**src/rtl/dbgm_pkg.sv**
```systemverilog
package dbgm_pkg;
  localparam int CTL_W    = 14;
  localparam int CB_ARM   = 0;
  localparam int CB_PRIV  = 1;
  localparam int CB_USER  = 2;
  localparam int CB_LOAD  = 3;
  localparam int CB_STORE = 4;
  localparam int CB_BS_LO = 5;
  localparam int CB_MISM  = 13;

  typedef enum logic [1:0] {
    EV_NONE = 2'd0,
    EV_BP   = 2'd1,
    EV_WP   = 2'd2
  } evt_e;

  typedef enum logic [1:0] {
    WK_BPV = 2'd0,
    WK_BPC = 2'd1,
    WK_WPV = 2'd2,
    WK_WPC = 2'd3
  } wkind_e;

  function automatic logic priv_ok(input logic [CTL_W-1:0] c, input logic p);
    return p ? c[CB_PRIV] : c[CB_USER];
  endfunction
endpackage

```
**src/rtl/dbgm_slot_regs.sv**
```systemverilog
module dbgm_slot_regs #(
  parameter int COUNT = 4,
  parameter int AW    = 32,
  parameter int CW    = 14
) (
  input  logic                       clk,
  input  logic                       rst,
  input  logic                       we_val,
  input  logic                       we_ctl,
  input  logic [3:0]                 idx,
  input  logic [AW-1:0]              wdata,
  output logic [COUNT-1:0][AW-1:0]   val_q,
  output logic [COUNT-1:0][CW-1:0]   ctl_q
);
  for (genvar g = 0; g < COUNT; g++) begin : g_slot
    always_ff @(posedge clk) begin
      if (rst) begin
        val_q[g] <= '0;
        ctl_q[g] <= '0;
      end else begin
        if (we_val && idx == 4'(g)) val_q[g] <= wdata;
        if (we_ctl && idx == 4'(g)) ctl_q[g] <= wdata[CW-1:0];
      end
    end
  end
endmodule

```
**src/rtl/dbgm_bp_match.sv**
```systemverilog
module dbgm_bp_match
  import dbgm_pkg::*;
#(
  parameter int AW = 32
) (
  input  logic [AW-1:0]    val,
  input  logic [CTL_W-1:0] ctl,
  input  logic             valid,
  input  logic [AW-1:0]    addr,
  input  logic             priv,
  output logic             hit
);
  logic       same;
  logic [7:0] lanes;
  logic       unused_bits;

  assign unused_bits = ^{ctl[CB_LOAD], ctl[CB_STORE]};
  assign lanes = ctl[CB_BS_LO +: 8];
  assign same  = (val == {addr[AW-1:2], 2'b00}) && lanes[{1'b0, addr[1:0]}];

  always_comb begin
    hit = valid && ctl[CB_ARM] && priv_ok(ctl, priv);
    if (ctl[CB_MISM]) hit = hit && !same;
    else              hit = hit && same;
  end
endmodule

```
**src/rtl/dbgm_wp_match.sv**
```systemverilog
module dbgm_wp_match
  import dbgm_pkg::*;
#(
  parameter int AW = 32
) (
  input  logic [AW-1:0]    val,
  input  logic [CTL_W-1:0] ctl,
  input  logic             valid,
  input  logic [AW-1:0]    addr,
  input  logic             write,
  input  logic             priv,
  output logic             hit
);
  logic          wide;
  logic [7:0]    lanes;
  logic [AW-1:0] low_mask;
  logic [2:0]    lane_sel;
  logic          dir_ok;
  logic          unused_bits;

  assign unused_bits = ctl[CB_MISM];
  assign lanes    = ctl[CB_BS_LO +: 8];
  assign wide     = |lanes[7:4];
  assign low_mask = {{(AW-3){1'b0}}, wide, 2'b11};
  assign lane_sel = wide ? addr[2:0] : {1'b0, addr[1:0]};
  assign dir_ok   = write ? ctl[CB_STORE] : ctl[CB_LOAD];
  assign hit = valid && ctl[CB_ARM] && priv_ok(ctl, priv) && dir_ok &&
               (val == (addr & ~low_mask)) && lanes[lane_sel];
endmodule

```
**src/rtl/dbgm_evt_arb.sv**
```systemverilog
module dbgm_evt_arb
  import dbgm_pkg::*;
(
  input  logic clk,
  input  logic rst,
  input  logic bp_any,
  input  logic wp_any,
  output logic evt_valid,
  output logic [1:0] evt_code
);
  logic pend_q;

  always_ff @(posedge clk) begin
    if (rst) begin
      pend_q    <= 1'b0;
      evt_valid <= 1'b0;
      evt_code  <= EV_NONE;
    end else if (bp_any) begin
      pend_q    <= pend_q | wp_any;
      evt_valid <= 1'b1;
      evt_code  <= EV_BP;
    end else if (pend_q || wp_any) begin
      pend_q    <= 1'b0;
      evt_valid <= 1'b1;
      evt_code  <= EV_WP;
    end else begin
      evt_valid <= 1'b0;
      evt_code  <= EV_NONE;
    end
  end
endmodule

```
**src/rtl/dbg_match_bank.sv**
```systemverilog
module dbg_match_bank
  import dbgm_pkg::*;
#(
  parameter int N_BP = 4,
  parameter int N_WP = 2,
  parameter int AW   = 32
) (
  input  logic            clk,
  input  logic            rst,
  input  logic            wr_en,
  input  logic [1:0]      wr_kind,
  input  logic [3:0]      wr_idx,
  input  logic [AW-1:0]   wr_data,
  input  logic            fetch_valid,
  input  logic [AW-1:0]   fetch_addr,
  input  logic            fetch_priv,
  input  logic            data_valid,
  input  logic [AW-1:0]   data_addr,
  input  logic            data_write,
  input  logic            data_priv,
  output logic [N_BP-1:0] bp_hit,
  output logic [N_WP-1:0] wp_hit,
  output logic            evt_valid,
  output logic [1:0]      evt_code,
  output logic [31:0]     id_word
);
  logic [N_BP-1:0][AW-1:0]    bp_val;
  logic [N_BP-1:0][CTL_W-1:0] bp_ctl;
  logic [N_WP-1:0][AW-1:0]    wp_val;
  logic [N_WP-1:0][CTL_W-1:0] wp_ctl;
  logic [N_BP-1:0]            bp_c;
  logic [N_WP-1:0]            wp_c;

  assign id_word = {4'(N_WP - 1), 4'(N_BP - 1), 24'h0};

  dbgm_slot_regs #(.COUNT(N_BP), .AW(AW), .CW(CTL_W)) u_bp_regs (
    .clk(clk), .rst(rst),
    .we_val(wr_en && wr_kind == WK_BPV),
    .we_ctl(wr_en && wr_kind == WK_BPC),
    .idx(wr_idx), .wdata(wr_data),
    .val_q(bp_val), .ctl_q(bp_ctl)
  );

  dbgm_slot_regs #(.COUNT(N_WP), .AW(AW), .CW(CTL_W)) u_wp_regs (
    .clk(clk), .rst(rst),
    .we_val(wr_en && wr_kind == WK_WPV),
    .we_ctl(wr_en && wr_kind == WK_WPC),
    .idx(wr_idx), .wdata(wr_data),
    .val_q(wp_val), .ctl_q(wp_ctl)
  );

  for (genvar i = 0; i < N_BP; i++) begin : g_bp
    dbgm_bp_match #(.AW(AW)) u_cmp (
      .val(bp_val[i]), .ctl(bp_ctl[i]), .valid(fetch_valid),
      .addr(fetch_addr), .priv(fetch_priv), .hit(bp_c[i])
    );
  end

  for (genvar j = 0; j < N_WP; j++) begin : g_wp
    dbgm_wp_match #(.AW(AW)) u_cmp (
      .val(wp_val[j]), .ctl(wp_ctl[j]), .valid(data_valid),
      .addr(data_addr), .write(data_write), .priv(data_priv), .hit(wp_c[j])
    );
  end

  always_ff @(posedge clk) begin
    if (rst) begin
      bp_hit <= '0;
      wp_hit <= '0;
    end else begin
      bp_hit <= bp_c;
      wp_hit <= wp_c;
    end
  end

  dbgm_evt_arb u_arb (
    .clk(clk), .rst(rst), .bp_any(|bp_c), .wp_any(|wp_c),
    .evt_valid(evt_valid), .evt_code(evt_code)
  );
endmodule

```
**config.mk**
```make
export PLATFORM = sky130hd
export DESIGN_NAME = dbg_match_bank
export DESIGN_NICKNAME = d
export VERILOG_FILES = /design/src/rtl/dbgm_pkg.sv /design/src/rtl/dbgm_slot_regs.sv /design/src/rtl/dbgm_bp_match.sv /design/src/rtl/dbgm_wp_match.sv /design/src/rtl/dbgm_evt_arb.sv /design/src/rtl/dbg_match_bank.sv
export SDC_FILE = /design/constraint.sdc
export NUM_CORES = 1
export LEC_CHECK = 0
export BUFFER_PORTS_ARGS = -buffer_cell sky130_fd_sc_hd__buf_4
export CAP_MARGIN = 10
export CELL_PAD_IN_SITES_DETAIL_PLACEMENT = 0
export CELL_PAD_IN_SITES_GLOBAL_PLACEMENT = 1
export CORE_MARGIN = 3
export CORE_UTILIZATION = 47
export DETAILED_ROUTE_END_ITERATION = 8
export GPL_ROUTABILITY_DRIVEN = 0
export GPL_TIMING_DRIVEN = 1
export PLACE_DENSITY_LB_ADDON = 0.1
export SLEW_MARGIN = 25
export SYNTH_ARGS = -nofsm -noshare
export SYNTH_HDL_FRONTEND = slang
export SYNTH_HIERARCHICAL = 1
export SYNTH_SLANG_ARGS = --single-unit
```
**constraint.sdc**
```tcl
create_clock -name clk -period 3.2 [get_ports clk]
set_clock_uncertainty 0.2 [all_clocks]
set_input_delay 0.16 -clock clk [delete_from_list [all_inputs] [get_ports clk]]
set_output_delay 0.16 -clock clk [all_outputs]
set_load 0.01 [all_outputs]
```
== Word level (Yosys, flattened, before mapping) ==
Cells that the tools add are included.
Widths: inputs -> output; s select.
Word-level totals
  register bits: 284
  input port bits: 110
  output and inout bits: 41
  word-level logic and storage cells: 129
Cells by class
  $lt $le $gt $ge: 3
  eq/ne operators: 12
  multiplexer cells: 32
  bitwise logic cells: 5
  reductions and logical operators: 59
Operator list (number)
  $eq 32x32->1: 6
  $and 32x32->32: 2
  $not 3->32: 2
  $logic_and 1x1->1: 46
  $mux 1: 23
  $reduce_or 4->1: 3
  $bmux 1 s2: 4
  $eq 4x2->1 const B: 2
  $lt 3x4->1 const B: 2
  $bmux 1 s3: 2
  $mux 3: 2
  $reduce_or 5->1: 1
  $eq 2x2->1 const B: 2
  $eq 4x1->1 const B: 1
  $logic_not 1->1: 4
  $logic_not 4->1: 1
  $lt 2x4->1 const B: 1
  $eq 2x1->1 const B: 1
  $logic_not 2->1: 1
  $mux 2: 1
  $reduce_bool 2->1: 1
  $reduce_or 2->1: 1
  $logic_or 1x1->1: 1
  $or 1x1->1: 1

== Logic depth before layout (Yosys ltp) ==
Gate-level depths: netlist (run 1).
  depth after elaboration: 10
  mapped depth: 8

== Modules after synthesis ==
Netlist (run 1), hierarchy kept.
By module, submodules not included
  dbgm_slot_regs (u_bp_regs): instances 1, cells each 654, area each 7270.7 um^2, sequential area each 3683.5 um^2
  dbgm_slot_regs (u_wp_regs): instances 1, cells each 339, area each 3748.6 um^2, sequential area each 1841.8 um^2
  dbgm_bp_match: instances 4, cells each 48, area each 395.4 um^2, sequential area each 0.0 um^2
  dbgm_wp_match: instances 2, cells each 52, area each 444.2 um^2, sequential area each 0.0 um^2
  dbg_match_bank: instances 1, cells each 52, area each 450.4 um^2, sequential area each 120.1 um^2
  dbgm_evt_arb: instances 1, cells each 10, area each 121.4 um^2, sequential area each 80.1 um^2

== Least setup slack after synthesis (run 1) ==
OpenSTA, ideal clock, no wires.
  path type: reg2reg
  from: register u_bp_regs/val_q[58] in the netlist's numbering
  to: register u_arb.evt_valid
  library setup time: 0.117 ns
  arrival: 1.897 ns
  required time: 2.883 ns
  slack: 0.987 ns
  cell stages (with the launch flop): 9
  buffers on the path: 0
  period minus slack after synthesis: 2.213 ns
  path through: dfxtp_1 xor2_1 nor4_2 nand4_1 o31ai_1 a21oi_1 or4_1 nor3_1 nor2_1
Between the ends
  longest elaborated chain between the ends: 7
  elaborated cells between the ends (all ways): 8
Ends and longest elaborated chain
  start: declaration: line dbgm_slot_regs.sv:12  | output logic [COUNT-1:0][AW-1:0] val_q,
  start signal: indexed assignment: line dbgm_slot_regs.sv:21  | if (we_val && idx == 4'(g)) val_q[g] <= wdata;
  $eq 32x32->1 *: line dbgm_bp_match.sv:19  | assign same = (val == {addr[AW-1:2], 2'b00}) && lanes[{1'b0, addr[1:0]}];
  $logic_and 1x1->1 *: line dbgm_bp_match.sv:19
  $logic_not 1->1: line dbgm_bp_match.sv:23  | if (ctl[CB_MISM]) hit = hit && !same;
  $logic_and 1x1->1: line dbgm_bp_match.sv:23
  $mux 1 *: line dbgm_bp_match.sv:23
  named net bp_c[1]: line dbg_match_bank.sv:31  | logic [N_BP-1:0] bp_c;
  $reduce_or 4->1 *: line dbg_match_bank.sv:77  | .clk(clk), .rst(rst), .bp_any(|bp_c), .wp_any(|wp_c),
  $mux 1 *: line dbgm_evt_arb.sv:18  | end else if (bp_any) begin
  end signal: assignment: line dbgm_evt_arb.sv:16  | evt_valid <= 1'b0;
  end signal: assignment: line dbgm_evt_arb.sv:20  | evt_valid <= 1'b1;
  end signal: assignment: line dbgm_evt_arb.sv:24  | evt_valid <= 1'b1;
  end: declaration: line dbgm_evt_arb.sv:8  | output logic evt_valid,
The timed path passes the listed nets; every way through them passes the cells marked *.
A chain may end at the register's enable or synchronous reset.

== Final worst setup path (run 1) ==
  from: register u_wp_regs/ctl_q[15] in the netlist's numbering
  to: register wp_hit[1]
Between the ends
  longest elaborated chain between the ends: 5
Ends and longest elaborated chain
  start: declaration: line dbgm_slot_regs.sv:13  | output logic [COUNT-1:0][CW-1:0] ctl_q
  start signal: indexed assignment: line dbgm_slot_regs.sv:22  | if (we_ctl && idx == 4'(g)) ctl_q[g] <= wdata[CW-1:0];
  $mux 1: line dbgm_pkg.sv:25  | return p ? c[CB_PRIV] : c[CB_USER];
  $logic_and 1x1->1 (3 in series): line dbgm_wp_match.sv:27  | assign hit = valid && ctl[CB_ARM] && priv_ok(ctl, priv) && dir_ok &&
  $logic_and 1x1->1: line dbgm_wp_match.sv:28  | (val == (addr & ~low_mask)) && lanes[lane_sel];
  named net wp_c[1]: line dbg_match_bank.sv:32  | logic [N_WP-1:0] wp_c;
  end signal: assignment: line dbg_match_bank.sv:72  | wp_hit <= wp_c;
  end: declaration: line dbg_match_bank.sv:22  | output logic [N_WP-1:0] wp_hit,
The timed path passes the listed nets, and every way through them passes these cells.

==> results.cfg, run 1 <==
[status]
status = complete, no violations

[timing]
relSlewSlack_pct = 34.8
period_needed_ns = 3.04
drv_slew = 0
fin_setup_tns_ns = 0
post-route-period-util_pct = 94.9
hold_viol = 0
maxClockFrequency_ghz = 0.329
final-setup-viol-count = 0
worst_slew_pin_slew_ns = 0.978
grt_setup_unrepaired = no

[detailed_routing]
viasPerCell = 4.99
first_iter_violations = 505
wl_per_cell_um = 19.0
ant_nets = 0
drtPass1Iterations = 5
drc = 0
totalWireLength_um = 34100
route.vias.total = 8975

[die]
start_util_pct = 48.3
io_pins = 151
die-area_sq_um = 29900
row_count = 60
die_h_um = 173
core_area_sq_um = 27200
fp.dieW_um = 173

[finish]
final_cell_count_no_fill = 1798
syn_to_final_growth_pct = 18.5
drive_gt1_share_pct = 15.1
nets = 1511
design_area_sq_um = 15500
fin_util_pct = 57.2

[clocking]
cts_buffer_depth = 3
insertion_delay_ns = 0.55
cts_tree = yes
post_cts_buffers = 0
clkSinkCount = 260
path_clk_slew_ns = 0.06
cts_buffers = 30
cts_max_level = 1
clockRootBuffer = clkbuf_16

[placed_design]
post_dp_cell_area_sq_um = 14100
dp_hpwl_um = 24400
dp_cells = 1698
numPortBuffers = 118

[yosys]
netlist_area_sq_um = 13100
ys_warn_count = 6
syn_area_per_cell_sq_um = 10.3
synth_cells = 1273

[critical_path]
crit_slowest_cell = dlygate4sd3_1
reg2reg_depth = 7
rr_endpoint = wp_hit[1]$_SDFF_PP0_
critPathKind = reg -> reg
cp_max_fo = 2
path_delay_family = buffers and inverters
critPathBufInv = 2
worstSetupStartpointType = register
reg2reg_slack_ns = 0.16
crit_arrival_ns = 3.32
slowest_delay_ns = 0.65
worst_ep_required_time_ns = 3.48
cp_common_cell = dlygate4sd3_1
cp_cell_sequence = mux2i_1 > nor4_1 > nand4_1 > dlygate4sd3_1 > a2111oi_2 > dlygate4sd3_1 > nor2b_1
cp-end-kind = register
rr_startpoint = u_wp_regs/ctl_q[15]$_SDFFE_PP0P_

[global_route]
grt_util_all_layers_pct = 21.9
gr-total-overflow = 0
grt_pass1_vias = 9013
grt_max_degree = 92
grt_pass1_wl_um = 52200
antenna_found_initial = 2

[power]
static-leakage-power_nw = 7.22
irDropWorstVdd_v = 0.000315
powerDensity_nw_per_um2 = 479
finalPower_mw = 7.45

[flow_run]
maxCapViolations = 0

[min_path]
worstHoldStart = rst
min_path_type = in -> reg
hold_path_end = u_wp_regs/val_q[22]$_SDFFE_PP0P_
holdPathStages = 3
## where the power goes
part           leakage [nW]  switching (mW)  internal [mW]
registers              2.09         0.00843           3.25
logic                  4.61           0.314          0.282
clock network         0.520            1.38           2.22
## layout make-up
cell class / count / area, sq um
Fill cell: 2425 / 11600
Multi-Input combinational cell: 934 / 7370
Sequential cell: 260 / 5200
Timing Repair Buffer: 175 / 1450
Clock buffer: 46 / 922
Tap cell: 372 / 465
Clock inverter: 10 / 131
Antenna cell: 1 / 2.50
## through the flow
stage | worst slack, ns | hold WS [ns]
floorplan | 0.987 | 0.0295
global placement | 0.503 | 0.259
detailed placement | 0.533 | 0.265
CTS | 0.210 | 0.00519
global route | 0.0715 | 0.0343
finish | 0.163 | 0.0186
## per-layer routing
layer / up-vias / wire length (um) / global-route usage (%)
met5: - / 13 / 0
met2: 186 / 15100 / 34.6
met3: 40 / 1330 / 2.85
met4: 2 / 581 / 4.46
li1: 4452 / - / -
met1: 4295 / 17000 / 32.2
## tightest hold or removal path: stages
cell	delay (ns)
buf_6	0.24
nand2b_1	0.21
mux2i_1	0.11
## sequential cells by signal, summed over array words and instances (netlist names)
signal and flops:
u_arb/pend_q 1, wp_hit 2, bp_hit 4, u_wp_regs/val_q 64, u_bp_regs/ctl_q 32, u_bp_regs/val_q 128
u_arb/evt_code 2, u_wp_regs/ctl_q 26, u_arb/evt_valid 1
## repair_timing
action                     4_1_cts  5_1_grt
hold buffers                    43        0
hold endpoints to repair       207        0
setup endpoints to repair        0        0
resized for setup                0        0
## layout by cell type, fill, tap and decap left out, drive strengths merged, types with 5 or more instances in the layout
cell,instances
conb,32
clkinv,5
buf,132
clkbuf,46
or4,7
nand3,10
xnor2,12
xor2,166
nor4,40
nand2b,314
dlygate4sd3,43
nor2,21
nor2b,9
nand2,12
nand4,16
mux2i,254
dfxtp,260
mux4,8
## how the worst max path moves through the flow
stage	from	end	slack, ns	depth (start not counted)
5_1_grt	u_wp_regs/ctl_q[15]$_SDFFE_PP0P_	wp_hit[1]$_SDFF_PP0_	0.07	7
4_1_cts	u_wp_regs/ctl_q[15]$_SDFFE_PP0P_	wp_hit[1]$_SDFF_PP0_	0.21	7
3_5_place_dp	fetch_addr[28]	u_arb/evt_valid$_SDFF_PP0_	0.53	9
2_1_floorplan	u_bp_regs/val_q[58]$_SDFFE_PP0P_	u_arb/evt_valid$_SDFF_PP0_	0.99	8
3_3_place_gp	fetch_addr[17]	u_arb/evt_valid$_SDFF_PP0_	0.50	9
6_report	u_wp_regs/ctl_q[15]$_SDFFE_PP0P_	wp_hit[1]$_SDFF_PP0_	0.16	7
No activity file was read; power rests on OpenSTA's default activity.
==> inputs of run 2 (changes only) <==
--- a/config.mk
+++ b/config.mk
@@ -14,7 +14,7 @@
 export DETAILED_ROUTE_END_ITERATION = 8
 export GPL_ROUTABILITY_DRIVEN = 0
 export GPL_TIMING_DRIVEN = 1
-export PLACE_DENSITY_LB_ADDON = 0.1
+export PLACE_DENSITY = 0.86
 export SLEW_MARGIN = 25
 export SYNTH_ARGS = -nofsm -noshare
 export SYNTH_HDL_FRONTEND = slang
==> results.cfg, run 2 (synthesis gave the netlist of run 1 again) <==
[finish]
fin_util_pct = 56.5
seq_area_sq_um = 5200
multiInputGateArea_sq_um = 7370
drive_gt1_share_pct = 14.5
layout_common_cells = nand2b_1, dfxtp_1, mux2i_1
nFillCells = 2376
syn_to_final_growth_pct = 17.0
regMostFlops = u_bp_regs/val_q
final_common_cell = nand2b_1
largest_register_ffs = 128
nets = 1503
reg_top3 = u_bp_regs/val_q: 128 flops, u_wp_regs/val_q: 64 flops, u_bp_regs/ctl_q: 32 flops

[detailed_routing]
drtPass1Iterations = 5
ant_nets = 0
first_iter_violations = 419
viasPerCell = 5.08
route.vias.total = 9059
totalWireLength_um = 33300
wl_per_cell_um = 18.7
drc = 0

[timing]
worst_slew_pin_slew_ns = 1.01
fin_setup_tns_ns = 0
grt_setup_unrepaired = no
hold_viol = 0
period_needed_ns = 3.07
final-setup-viol-count = 0
drv_slew = 0
post-route-period-util_pct = 96.0
maxClockFrequency_ghz = 0.325
relSlewSlack_pct = 32.8

[clocking]
path_clk_slew_ns = 0.06
cts_max_level = 1
insertion_delay_ns = 0.53
cts_buffer_depth = 3
clkSinkCount = 260
ctsResizeCount = 0
cts_tree = yes
clockRootBuffer = clkbuf_16
cts_buffers = 28

[critical_path]
worstSetupStartpointType = register
crit_slowest_cell = dlygate4sd3_1
critPathBufInv = 2
cp-end-kind = register
slowest_delay_ns = 0.66
critPathKind = reg -> reg
cp_cell_sequence = mux2i_1 > nor4_1 > nand4_1 > dlygate4sd3_1 > a2111oi_2 > dlygate4sd3_1 > nor2b_1
cp_common_cell = dlygate4sd3_1
crit_arrival_ns = 3.34
cp_max_fo = 2
worst_ep_required_time_ns = 3.47
path_delay_family = buffers and inverters

[die]
fp.dieW_um = 173
io_pins = 151
die-area_sq_um = 29900
core_area_sq_um = 27200
row_count = 60
start_util_pct = 48.3
die_h_um = 173

[min_path]
min_path_type = in -> reg

[global_route]
grt_pass1_wl_um = 52400
grt_pass1_vias = 9280
grt_max_degree = 107
grt_util_all_layers_pct = 21.7
gr-total-overflow = 0
antenna_found_initial = 2

[power]
static-leakage-power_nw = 7.13
finalPower_mw = 7.16
powerDensity_nw_per_um2 = 467
irDropWorstVdd_v = 0.000322

[flow_run]
maxCapViolations = 0

[status]
status = complete, no violations

[placed_design]
dp_hpwl_um = 23800
numPortBuffers = 118
run 2: cell count changes in the layout (fill, tap and decap cells not counted), moves of 2 or more:
cell,before,now
dlygate4sd3_1,43,38
clkbuf_8,9,6
buf_12,2,0
clkbuf_16,31,29
clkinv_2,5,3
run 2: worst paths after layout:
check	start	end	slack, ns	cells past startpoint
max reg2reg	u_wp_regs/ctl_q[15]$_SDFFE_PP0P_	wp_hit[1]$_SDFF_PP0_	0.13	7
min reg2reg	u_wp_regs/val_q[0]$_SDFFE_PP0P_	u_wp_regs/val_q[0]$_SDFFE_PP0P_	0.28	2
min	fetch_valid	bp_hit[3]$_SDFF_PP0_	0.02	4
max	u_wp_regs/ctl_q[15]$_SDFFE_PP0P_	wp_hit[1]$_SDFF_PP0_	0.13	7
run 2: layer usage:
layer | GRT usage [%] | up-vias | wire length (um)
met4 | 4.86 | 4 | 567
li1 | - | 4430 | -
met5 | 0 | - | 27
met1 | 29.5 | 4365 | 15500
met3 | 3.54 | 40 | 1640
met2 | 36.3 | 220 | 15500
run 2: final cells by class:
type                       instances  area share, %
clock buffer                      42           5.44
clock inverter                     6          0.685
sequential                       260           33.9
tap                              372           3.03
antenna                            1         0.0163
timing repair buffer             169           8.91
multi-input combinational        934           48.0
run 2: power by group:
group / total, mW / internal [mW] / switching (mW) / leakage, nW
sequential: 3.26 / 3.25 / 0.00848 / 2.09
clock: 3.32 / 2.03 / 1.29 / 0.463
combinational: 0.587 / 0.279 / 0.308 / 4.57
run 2: repair_timing:
action                                 in CTS  in global routing
setup endpoints to repair                   0                  0
hold buffers                               38                  0
endpoints found under the hold margin     202                  0
buffers inserted                            0                  0
run 2: worst register-to-register path, cell delays in order, from the launching register on:
cell and delay (ns):
dfxtp_1 0.33, mux2i_1 0.07, nor4_1 0.44, nand4_1 0.15, dlygate4sd3_1 0.62, a2111oi_2 0.42
dlygate4sd3_1 0.66, nor2b_1 0.13
run 2: per-stage QoR:
stage                     setup WS [ns]  cells  hold slack, ns  instance area (sq um)
after floorplan                   0.987   1303          0.0295                  13200
after global placement            0.319   1697           0.259                  14000
after detailed placement          0.340   1697           0.264                  14000
after CTS                         0.179   1783         0.00350                  15300
after global routing             0.0122   1783          0.0207                  15300
final                             0.127   1784          0.0213                  15300
